`src/rtl/lazy_rekey_pkg.sv`:
```
package lazy_rekey_pkg;

    // Walk sequencer states
    typedef enum logic [2:0] {
        WS_IDLE     = 3'd0,
        WS_RD_ISSUE = 3'd1,
        WS_RD_WAIT  = 3'd2,
        WS_PAD      = 3'd3,
        WS_WR       = 3'd4,
        WS_STAMP    = 3'd5
    } walk_state_e;

endpackage

```
`src/rtl/epoch_counter.sv`:
```
// Global resume counter: cleared by reset/reboot, saturating, with exhaustion flag.
module epoch_counter #(
    parameter int CNT_W = 16
) (
    input  logic             clk,
    input  logic             rst_n,
    input  logic             reboot,
    input  logic             resume,
    output logic [CNT_W-1:0] epoch,
    output logic             exhausted
);
    localparam logic [CNT_W-1:0] CNT_MAX = {CNT_W{1'b1}};

    logic [CNT_W-1:0] cnt_q;
    logic             exh_q;

    always_ff @(posedge clk or negedge rst_n) begin
        if (!rst_n) begin
            cnt_q <= '0;
            exh_q <= 1'b0;
        end else if (reboot) begin
            cnt_q <= '0;
            exh_q <= 1'b0;
        end else if (resume) begin
            if (cnt_q == CNT_MAX) begin
                // never wrap: a wrapped epoch would repeat pads
                exh_q <= 1'b1;
            end else begin
                cnt_q <= cnt_q + CNT_W'(1);
            end
        end
    end

    assign epoch     = cnt_q;
    assign exhausted = exh_q;
endmodule

```
`src/rtl/stamp_table.sv`:
```
// One epoch stamp per memory block, one register per entry.
module stamp_table #(
    parameter int BLK_AW = 6,
    parameter int CNT_W  = 16
) (
    input  logic              clk,
    input  logic              rst_n,
    input  logic              clear,
    input  logic [BLK_AW-1:0] rd_idx,
    output logic [CNT_W-1:0]  rd_ts,
    input  logic              wr_en,
    input  logic [BLK_AW-1:0] wr_idx,
    input  logic [CNT_W-1:0]  wr_ts
);
    localparam int NBLK = 1 << BLK_AW;

    logic [CNT_W-1:0] ent [NBLK];

    for (genvar g = 0; g < NBLK; g++) begin : g_ent
        logic [CNT_W-1:0] ts_q;
        always_ff @(posedge clk or negedge rst_n) begin
            if (!rst_n) begin
                ts_q <= '0;
            end else if (clear) begin
                ts_q <= '0;
            end else if (wr_en && (wr_idx == BLK_AW'(g))) begin
                ts_q <= wr_ts;
            end
        end
        assign ent[g] = ts_q;
    end

    assign rd_ts = ent[rd_idx];
endmodule

```
`src/rtl/walk_fsm.sv`:
```
// Request gating and per-block re-encryption walk.
module walk_fsm
    import lazy_rekey_pkg::*;
#(
    parameter int LINE_AW = 8,
    parameter int GRP_LOG2 = 2,
    parameter int CNT_W = 16,
    parameter int DATA_W = 32
) (
    input  logic                        clk,
    input  logic                        rst_n,
    input  logic                        abort,
    input  logic                        req_valid,
    input  logic                        req_we,
    input  logic [LINE_AW-1:0]          req_line,
    input  logic [CNT_W-1:0]            epoch,
    input  logic [CNT_W-1:0]            cur_ts,
    output logic                        req_stall,
    output logic [CNT_W-1:0]            req_ts,
    output logic                        st_wr_en,
    output logic [LINE_AW-GRP_LOG2-1:0] st_wr_idx,
    output logic [CNT_W-1:0]            st_wr_ts,
    output logic                        mem_rd,
    output logic                        mem_wr,
    output logic [LINE_AW-1:0]          mem_line,
    output logic [DATA_W-1:0]           mem_wdata,
    input  logic [DATA_W-1:0]           mem_rdata,
    input  logic                        mem_rvalid,
    output logic                        pad_req,
    output logic [LINE_AW-1:0]          pad_line,
    output logic [CNT_W-1:0]            pad_ts_old,
    output logic [CNT_W-1:0]            pad_ts_new,
    output logic [DATA_W-1:0]           pad_din,
    input  logic                        pad_ack,
    input  logic [DATA_W-1:0]           pad_dout,
    output logic                        busy
);
    localparam logic [LINE_AW-1:0] GRP_MASK = LINE_AW'((1 << GRP_LOG2) - 1);

    walk_state_e        state_q, state_d;
    logic [LINE_AW-1:0] line_q;
    logic [CNT_W-1:0]   old_q, new_q;
    logic [DATA_W-1:0]  data_q;
    logic               stale_wr;
    logic               last_line;

    assign stale_wr  = req_valid && req_we && (cur_ts != epoch);
    assign last_line = ((line_q & GRP_MASK) == GRP_MASK);

    // Next-state logic
    always_comb begin
        state_d = state_q;
        unique case (state_q)
            WS_IDLE:     if (stale_wr)   state_d = WS_RD_ISSUE;
            WS_RD_ISSUE:                 state_d = WS_RD_WAIT;
            WS_RD_WAIT:  if (mem_rvalid) state_d = WS_PAD;
            WS_PAD:      if (pad_ack)    state_d = WS_WR;
            WS_WR:       state_d = last_line ? WS_STAMP : WS_RD_ISSUE;
            WS_STAMP:                    state_d = WS_IDLE;
            default:                     state_d = WS_IDLE;
        endcase
        if (abort) state_d = WS_IDLE;
    end

    // State register and walk datapath
    always_ff @(posedge clk or negedge rst_n) begin
        if (!rst_n) begin
            state_q <= WS_IDLE;
            line_q  <= '0;
            old_q   <= '0;
            new_q   <= '0;
            data_q  <= '0;
        end else begin
            state_q <= state_d;
            if (!abort) begin
                unique case (state_q)
                    WS_IDLE: if (stale_wr) begin
                        line_q <= req_line & ~GRP_MASK;
                        old_q  <= cur_ts;
                        new_q  <= epoch;
                    end
                    WS_RD_WAIT: if (mem_rvalid) data_q <= mem_rdata;
                    WS_PAD:     if (pad_ack)    data_q <= pad_dout;
                    WS_WR:      if (!last_line) line_q <= line_q + LINE_AW'(1);
                    default: ;
                endcase
            end
        end
    end

    // Outputs
    always_comb begin
        busy       = (state_q != WS_IDLE);
        req_stall  = busy || stale_wr;
        req_ts     = req_we ? epoch : cur_ts;
        mem_rd     = (state_q == WS_RD_ISSUE);
        mem_wr     = (state_q == WS_WR);
        mem_line   = line_q;
        mem_wdata  = data_q;
        pad_req    = (state_q == WS_PAD);
        pad_line   = line_q;
        pad_ts_old = old_q;
        pad_ts_new = new_q;
        pad_din    = data_q;
        st_wr_en   = (state_q == WS_STAMP);
        st_wr_idx  = line_q[LINE_AW-1:GRP_LOG2];
        st_wr_ts   = new_q;
    end
endmodule

```
`src/rtl/lazy_rekey_ctrl.sv`:
```
// Top: epoch counter, block stamp table and walk sequencer.
module lazy_rekey_ctrl #(
    parameter int LINE_AW = 8,
    parameter int GRP_LOG2 = 2,
    parameter int CNT_W = 16,
    parameter int DATA_W = 32
) (
    input  logic               clk,
    input  logic               rst_n,
    input  logic               reboot,
    input  logic               resume,
    input  logic               req_valid,
    input  logic               req_we,
    input  logic [LINE_AW-1:0] req_line,
    output logic               req_stall,
    output logic [CNT_W-1:0]   req_ts,
    output logic [CNT_W-1:0]   epoch,
    output logic               reboot_needed,
    output logic               mem_rd,
    output logic               mem_wr,
    output logic [LINE_AW-1:0] mem_line,
    output logic [DATA_W-1:0]  mem_wdata,
    input  logic [DATA_W-1:0]  mem_rdata,
    input  logic               mem_rvalid,
    output logic               pad_req,
    output logic [LINE_AW-1:0] pad_line,
    output logic [CNT_W-1:0]   pad_ts_old,
    output logic [CNT_W-1:0]   pad_ts_new,
    output logic [DATA_W-1:0]  pad_din,
    input  logic               pad_ack,
    input  logic [DATA_W-1:0]  pad_dout
);
    localparam int BLK_AW = LINE_AW - GRP_LOG2;

    logic [CNT_W-1:0]  cur_ts;
    logic              st_wr_en;
    logic [BLK_AW-1:0] st_wr_idx;
    logic [CNT_W-1:0]  st_wr_ts;
    logic              walk_busy;

    epoch_counter #(.CNT_W(CNT_W)) u_epoch (
        .clk       (clk),
        .rst_n     (rst_n),
        .reboot    (reboot),
        .resume    (resume),
        .epoch     (epoch),
        .exhausted (reboot_needed)
    );

    stamp_table #(.BLK_AW(BLK_AW), .CNT_W(CNT_W)) u_stamps (
        .clk    (clk),
        .rst_n  (rst_n),
        .clear  (reboot),
        .rd_idx (req_line[LINE_AW-1:GRP_LOG2]),
        .rd_ts  (cur_ts),
        .wr_en  (st_wr_en),
        .wr_idx (st_wr_idx),
        .wr_ts  (st_wr_ts)
    );

    walk_fsm #(
        .LINE_AW (LINE_AW),
        .GRP_LOG2(GRP_LOG2),
        .CNT_W   (CNT_W),
        .DATA_W  (DATA_W)
    ) u_walk (
        .clk        (clk),
        .rst_n      (rst_n),
        .abort      (reboot),
        .req_valid  (req_valid),
        .req_we     (req_we),
        .req_line   (req_line),
        .epoch      (epoch),
        .cur_ts     (cur_ts),
        .req_stall  (req_stall),
        .req_ts     (req_ts),
        .st_wr_en   (st_wr_en),
        .st_wr_idx  (st_wr_idx),
        .st_wr_ts   (st_wr_ts),
        .mem_rd     (mem_rd),
        .mem_wr     (mem_wr),
        .mem_line   (mem_line),
        .mem_wdata  (mem_wdata),
        .mem_rdata  (mem_rdata),
        .mem_rvalid (mem_rvalid),
        .pad_req    (pad_req),
        .pad_line   (pad_line),
        .pad_ts_old (pad_ts_old),
        .pad_ts_new (pad_ts_new),
        .pad_din    (pad_din),
        .pad_ack    (pad_ack),
        .pad_dout   (pad_dout),
        .busy       (walk_busy)
    );
endmodule

```
`config.mk`:
```
export PLATFORM = sky130hd
export DESIGN_NAME = lazy_rekey_ctrl
export DESIGN_NICKNAME = d
export VERILOG_FILES = /design/src/rtl/lazy_rekey_pkg.sv /design/src/rtl/epoch_counter.sv /design/src/rtl/stamp_table.sv /design/src/rtl/walk_fsm.sv /design/src/rtl/lazy_rekey_ctrl.sv
export SDC_FILE = /design/constraint.sdc
export NUM_CORES = 2
export LEC_CHECK = 0
export ABC_AREA = 1
export BUFFER_PORTS_ARGS = -buffer_cell sky130_fd_sc_hd__buf_2
export CORE_MARGIN = 5
export CORE_UTILIZATION = 60
export DETAILED_ROUTE_END_ITERATION = 8
export PLACE_DENSITY = 0.84
export SETUP_SLACK_MARGIN = 0.05
export SLEW_MARGIN = 20
export SYNTH_ARGS = -nofsm -noshare
export SYNTH_HDL_FRONTEND = slang
export SYNTH_SLANG_ARGS = --single-unit
export TNS_END_PERCENT = 10
```
`constraint.sdc`:
```
create_clock -name clk -period 3.3 [get_ports clk]
set_clock_uncertainty 0.05 [all_clocks]
set_input_delay 0.66 -clock clk [delete_from_list [all_inputs] [get_ports clk]]
set_output_delay 0.66 -clock clk [all_outputs]
set_load 0.05 [all_outputs]
```
# After elaboration in Yosys (flattened, before gate mapping)
# Index checks and enable logic that the tools add are counted.
# totals
regBits	1116
# op_classes
addsub	2
magnitude_cmp	1
n_eq_ne	79
mux	150
bitwise_logic	2
reduce_logical	144
# op_table
op	count
$mux 16	134
$eq 6x6->1 const B	32
$reduce_bool 2->1	68
$bmux 16 s6	1
$eq 6x5->1 const B	16
$logic_and 1x1->1	66
$mux 32	2
$pmux 32 s2	1
$eq 6x4->1 const B	8
$eq 6x3->1 const B	4
$add 16x1->16 const B	1
$eq 16x16->1 const B	1
$mux 8	2
$ne 16x16->1	1
$pmux 8 s2	1
$mux 3	5
$pmux 3 s5	1
$eq 6x2->1 const B	2
$add 8x1->8 const B	1
$reduce_and 4->1	2
$ge 7x7->1 const B	1
$not 6->7	1
$eq 3x2->1 const B	2
$eq 3x3->1 const B	2
15 further kinds	23

# Logic depth before layout (Yosys ltp)
# logic_depth
depth_word	9
ltp_mapped	24
depth_no_buf	20

# By module
# From an unflattened synthesis, not the netlist that was laid out.
# hier_totals
hier_cells	6656
area_unflattened_um2	52545.4
# by_module_without_submodules
mod	instances	cells_per_inst	area_each_um2	seq_area_each_um2
stamp_table	1	5900	46932.5	25624.6
walk_fsm	1	580	4506.8	1876.8
epoch_counter	1	176	1106.1	425.4

# Least setup slack after synthesis
# No wires, ideal clock.
# synth_timing
path_kind	input to output
startpoint	in req_line[2]
endpoint	out req_stall
arrival_time_ns	2.390
required_ns	2.590
slack_ns	0.200
cell_stages	20
n_path_buf	4
cell_sequence	buf_4 buf_6 buf_4 buf_2 nand2_1 nand3_1 nand3_1 nand2_1 nand2_1 nand3_1 nand3_1 nand2_1 nand2_1 nand2_1 nor2_1 nand2_1 nor2_1 nand2_2 nand2_2 nand2_4
# synth_between
elab_chain_len	7
# synth_lines
item	line	rtl
start: declaration	lazy_rekey_ctrl.sv:14	input logic [LINE_AW-1:0] req_line,
$not 6->7 (implied by the code)	stamp_table.sv:33	assign rd_ts = ent[rd_idx];
$bmux 16 s6	stamp_table.sv:33	
$mux 16 (implied by the code) (2 in series)	stamp_table.sv:33	
$ne 16x16->1	walk_fsm.sv:47	assign stale_wr = req_valid && req_we && (cur_ts != epoch);
$logic_and 1x1->1	walk_fsm.sv:47	
$logic_or 1x1->1	walk_fsm.sv:94	req_stall = busy || stale_wr;
end: declaration	lazy_rekey_ctrl.sv:15	output logic req_stall,
# No other way between the ends. The select of a mux whose other input is x is not followed.

# Worst setup path in the final report
# Ends and elaborated chain as after synthesis.

==> flow_metrics.tcl <==
set metrics [dict create \
    antenna_found_initial 4 \
    clk_path_buf_depth 3 \
    die_w_um 303 \
    cpMostUsedCell "nand2_1" \
    reg2reg_from "u_walk.mem_line[2]" \
    vias_per_cell 6.36 \
    violations "negative setup slack" \
    maxCapViolations 0 \
    clk_pin_slew_ps 60 \
    r2r_slack_ps 290 \
    outcome "complete, but fails checks" \
    clockRootBuffer "clkbuf_16" \
    synthMuxAreaShare 0 \
    final_layout_size_suffix_gt1_frac 0.160 \
    synth_top_area_frac 0.542 \
    place.gp.congestion 1.00 \
    num_io_pins 229 \
    critical_path_class "in -> out" \
    initial_utilization 0.604 \
    worstHoldStart "resume" \
    ff2ff_path_depth 9 \
    wire_per_inst_um 22.3 \
    seqPwrFrac 0.425 \
    end_kind "primary output" \
    crit_path_max_fanout 16 \
    regArea_um2 27900 \
    cp.arrival_ps 3040 \
    yosysMostFrequentCell "nand2_1" \
    multi_input_area_um2 21900 \
    nets 6800 \
    required_ps 2590 \
    maxSlewViolCount 0 \
    grt_pass1_vias 48600 \
    start_kind "input pin" \
    fp.coreArea_um2 85300 \
    hp-class "in -> reg" \
    tightest_slew_ps 1120 \
    max_stage_delay_ps 280 \
    area_growth_pct 19.3 \
    sw_frac_of_total 0.330 \
    htreeDepth 3 \
    yosys_register_bits 1116 \
    place_hpwl_um 104000 \
    cp_cell_sequence "bufbuf_16 -> buf_16 -> buf_4 -> nand2_1 -> nand3_1 -> nand3_1 -> nand2_1 -> nand2_1 -> nand3_2 -> nand3_2 -> nand2_1 -> nand2_1 -> nand2_1 -> nor2_1 -> nand2_1 -> nor2_2 -> nand2_2 -> nand2_4 -> nand2_4 -> buf_8" \
    grt_usage 0.376 \
    rows 107 \
    die_h_um 303 \
    clock_power_share 0.366 \
    cp_slowest_cell "bufbuf_16" \
    relSlewSlack 0.251 \
    overflow 0 \
    synth_edf_count 0 \
    synthSimpleGateAreaFrac 0.282 \
    drt_iter0_drc 8150 \
    setup_slack_ps -447 \
    vias 50600 \
    min_period_ps 3750 \
    syn_avg_cell_area_um2 7.86 \
    yosys-top-cells-area "dfrtp_1 54%, nand2_1 19%, o21ai_0 10%, nand3_1 8.7%, clkbuf_1 2.6%" \
    synth_compound_area_frac 0.118 \
    synthFlopType "dfrtp_1" \
    cts_tree "yes" \
    crit_path_end "req_stall" \
    power.leakage_nw 28.5 \
    finalSetupTns_ps -1970 \
    period_share 1.14 \
    die_area_um2 91900 \
    drt-pass1-iter-count 9 \
    yosysSeqAreaShare 0.542 \
    yosysTopAreaCell "dfrtp_1" \
    ant_nets 0 \
    grt_max_degree 145 \
    crit_start "req_line[2]" \
    r2r_end "u_stamps.g_ent[57].ts_q[2]" \
    wirelength_um 178000 \
    synthArstFlopShare 1.00 \
    synth_fa_ha_area_frac 0.000485 \
    rsz0062_at_grt "true" \
    setup_viol 17 \
    grt_pass1_wl_um 272000 \
    p_int_w 0.0237 \
    clock_latency_ps 730 \
    yosysUniqueCellTypes 27 \
    synthTopCellsByCount "2,541 x nand2_1, 1,116 x dfrtp_1, 1,073 x o21ai_0, 898 x nand3_1, 355 x clkbuf_1" \
    cts_made_buffers 110 \
    synth_nets 6638 \
    power_w 0.0354 \
    port_buffers 226 \
    power_density_nw_per_um2 576 \
    fmax_ghz 0.267 \
    hold_ws_ps 155 \
    fill_cells 5815 \
    ir_drop_v 0.00116 \
    synth_top_family_by_area "simple AND/OR/NAND/NOR gates" \
    synth_warnings 0 \
    drt_drc_violations_left 0 \
    p_comb_frac 0.209 \
    synth_cells 6556 \
    place_ws_ps -765 \
    hold_violations 0 \
    cts.sinks 1116 \
    switchingPower_w 0.0117 \
    synth_xor_area_frac 0.000510 \
    syn_area_um2 51500 \
]
## final cells by class
class,count,share of cell area
repair buffers,638,0.0994
diodes,1,0.0000407
inverters,91,0.00610
well taps,1144,0.0233
flip-flops and latches,1116,0.454
clock buffers,165,0.0535
multi-input cells,4760,0.356
repair inverters,1,0.000488
clock inverters,41,0.00740
## state kept, by name (all words and copies together), names as in the netlist
register and count:
u_stamps.g_ent.ts_q 1024, u_walk.mem_wdata 32, u_walk.state_q 3, u_epoch.exhausted 1, u_walk.mem_line 8, u_walk.pad_ts_new 16
u_walk.pad_ts_old 16, u_epoch.epoch 16
## layer usage
| layer | global-route usage | vias to the layer above | share of wire |
|---|---|---|---|
| li1 | - | 21700 | - |
| met1 | 0.492 | 24000 | 0.35 |
| met2 | 0.563 | 3963 | 0.44 |
| met3 | 0.104 | 913 | 0.13 |
| met4 | 0.230 | 0 | 0.070 |
| met5 | 0 | - | 0 |
## critical path: cells and delay by family
kind / cells / cell delay (ps)
buf+inv: 4 / 770
simple gates: 16 / 1580
## through the flow
step                utilization  std cells  instance area [µm²]
floorplan                     -       6556                51500
global placement          0.653       7717                55700
detailed placement        0.653       7717                55700
CTS                       0.715       7948                61000
global route              0.721       7957                61500
finish                    0.721       7957                61500
## layout by cell type, fill, tap and decap left out, types with 83 or more instances in the layout
cell type,count
nand2_1,2457
dfrtp_1,1116
o21ai_0,1073
nand3_1,790
buf_4,296
buf_2,204
clkbuf_16,114
inv_1,83
nand3_2,83
## power groups by stage
| stage | registers, W | clock network, W | logic [W] |
|---|---|---|---|
| detailed placement | 0.0153 | 0 | 0.00684 |
| global route | 0.0151 | 0.0136 | 0.00780 |
| floorplan | 0.0163 | 0 | 0.00354 |
| CTS | 0.0150 | 0.0129 | 0.00716 |
| finish | 0.0151 | 0.0130 | 0.00739 |
| global placement | 0.0152 | 0 | 0.00673 |
## kinds of logic (layout without fill, tap and decap cells)
logic type | after synthesis | count (layout)
fa+ha+maj | 2 | 2
simple gates | 3551 | 3551
flops | 1116 | 1116
xor+xnor | 3 | 3
buf+inv | 680 | 936
other cells | 0 | 1
compound gates | 1204 | 1204
## worst min-delay path by stage
stage / slack [ps] / end / cells past startpoint
2_1_floorplan: 310 / u_epoch.epoch[0] / 0
3_3_place_gp: 420 / u_stamps.g_ent[17].ts_q[0] / 2
3_5_place_dp: 420 / u_stamps.g_ent[39].ts_q[12] / 2
4_1_cts: 140 / u_walk.mem_wdata[25] / 3
5_1_grt: 160 / u_walk.mem_wdata[12] / 3
6_report: 160 / u_epoch.exhausted / 3
## what timing repair did
action	in CTS	in global routing
resized for setup	221	80
endpoints found under the hold margin	21	0
gates cloned	18	4
pin swaps	40	23
hold buffers	1	0
setup endpoints to repair	17	17
buffers inserted	6	4
Note: power is estimated with default switching activity, not from simulation.
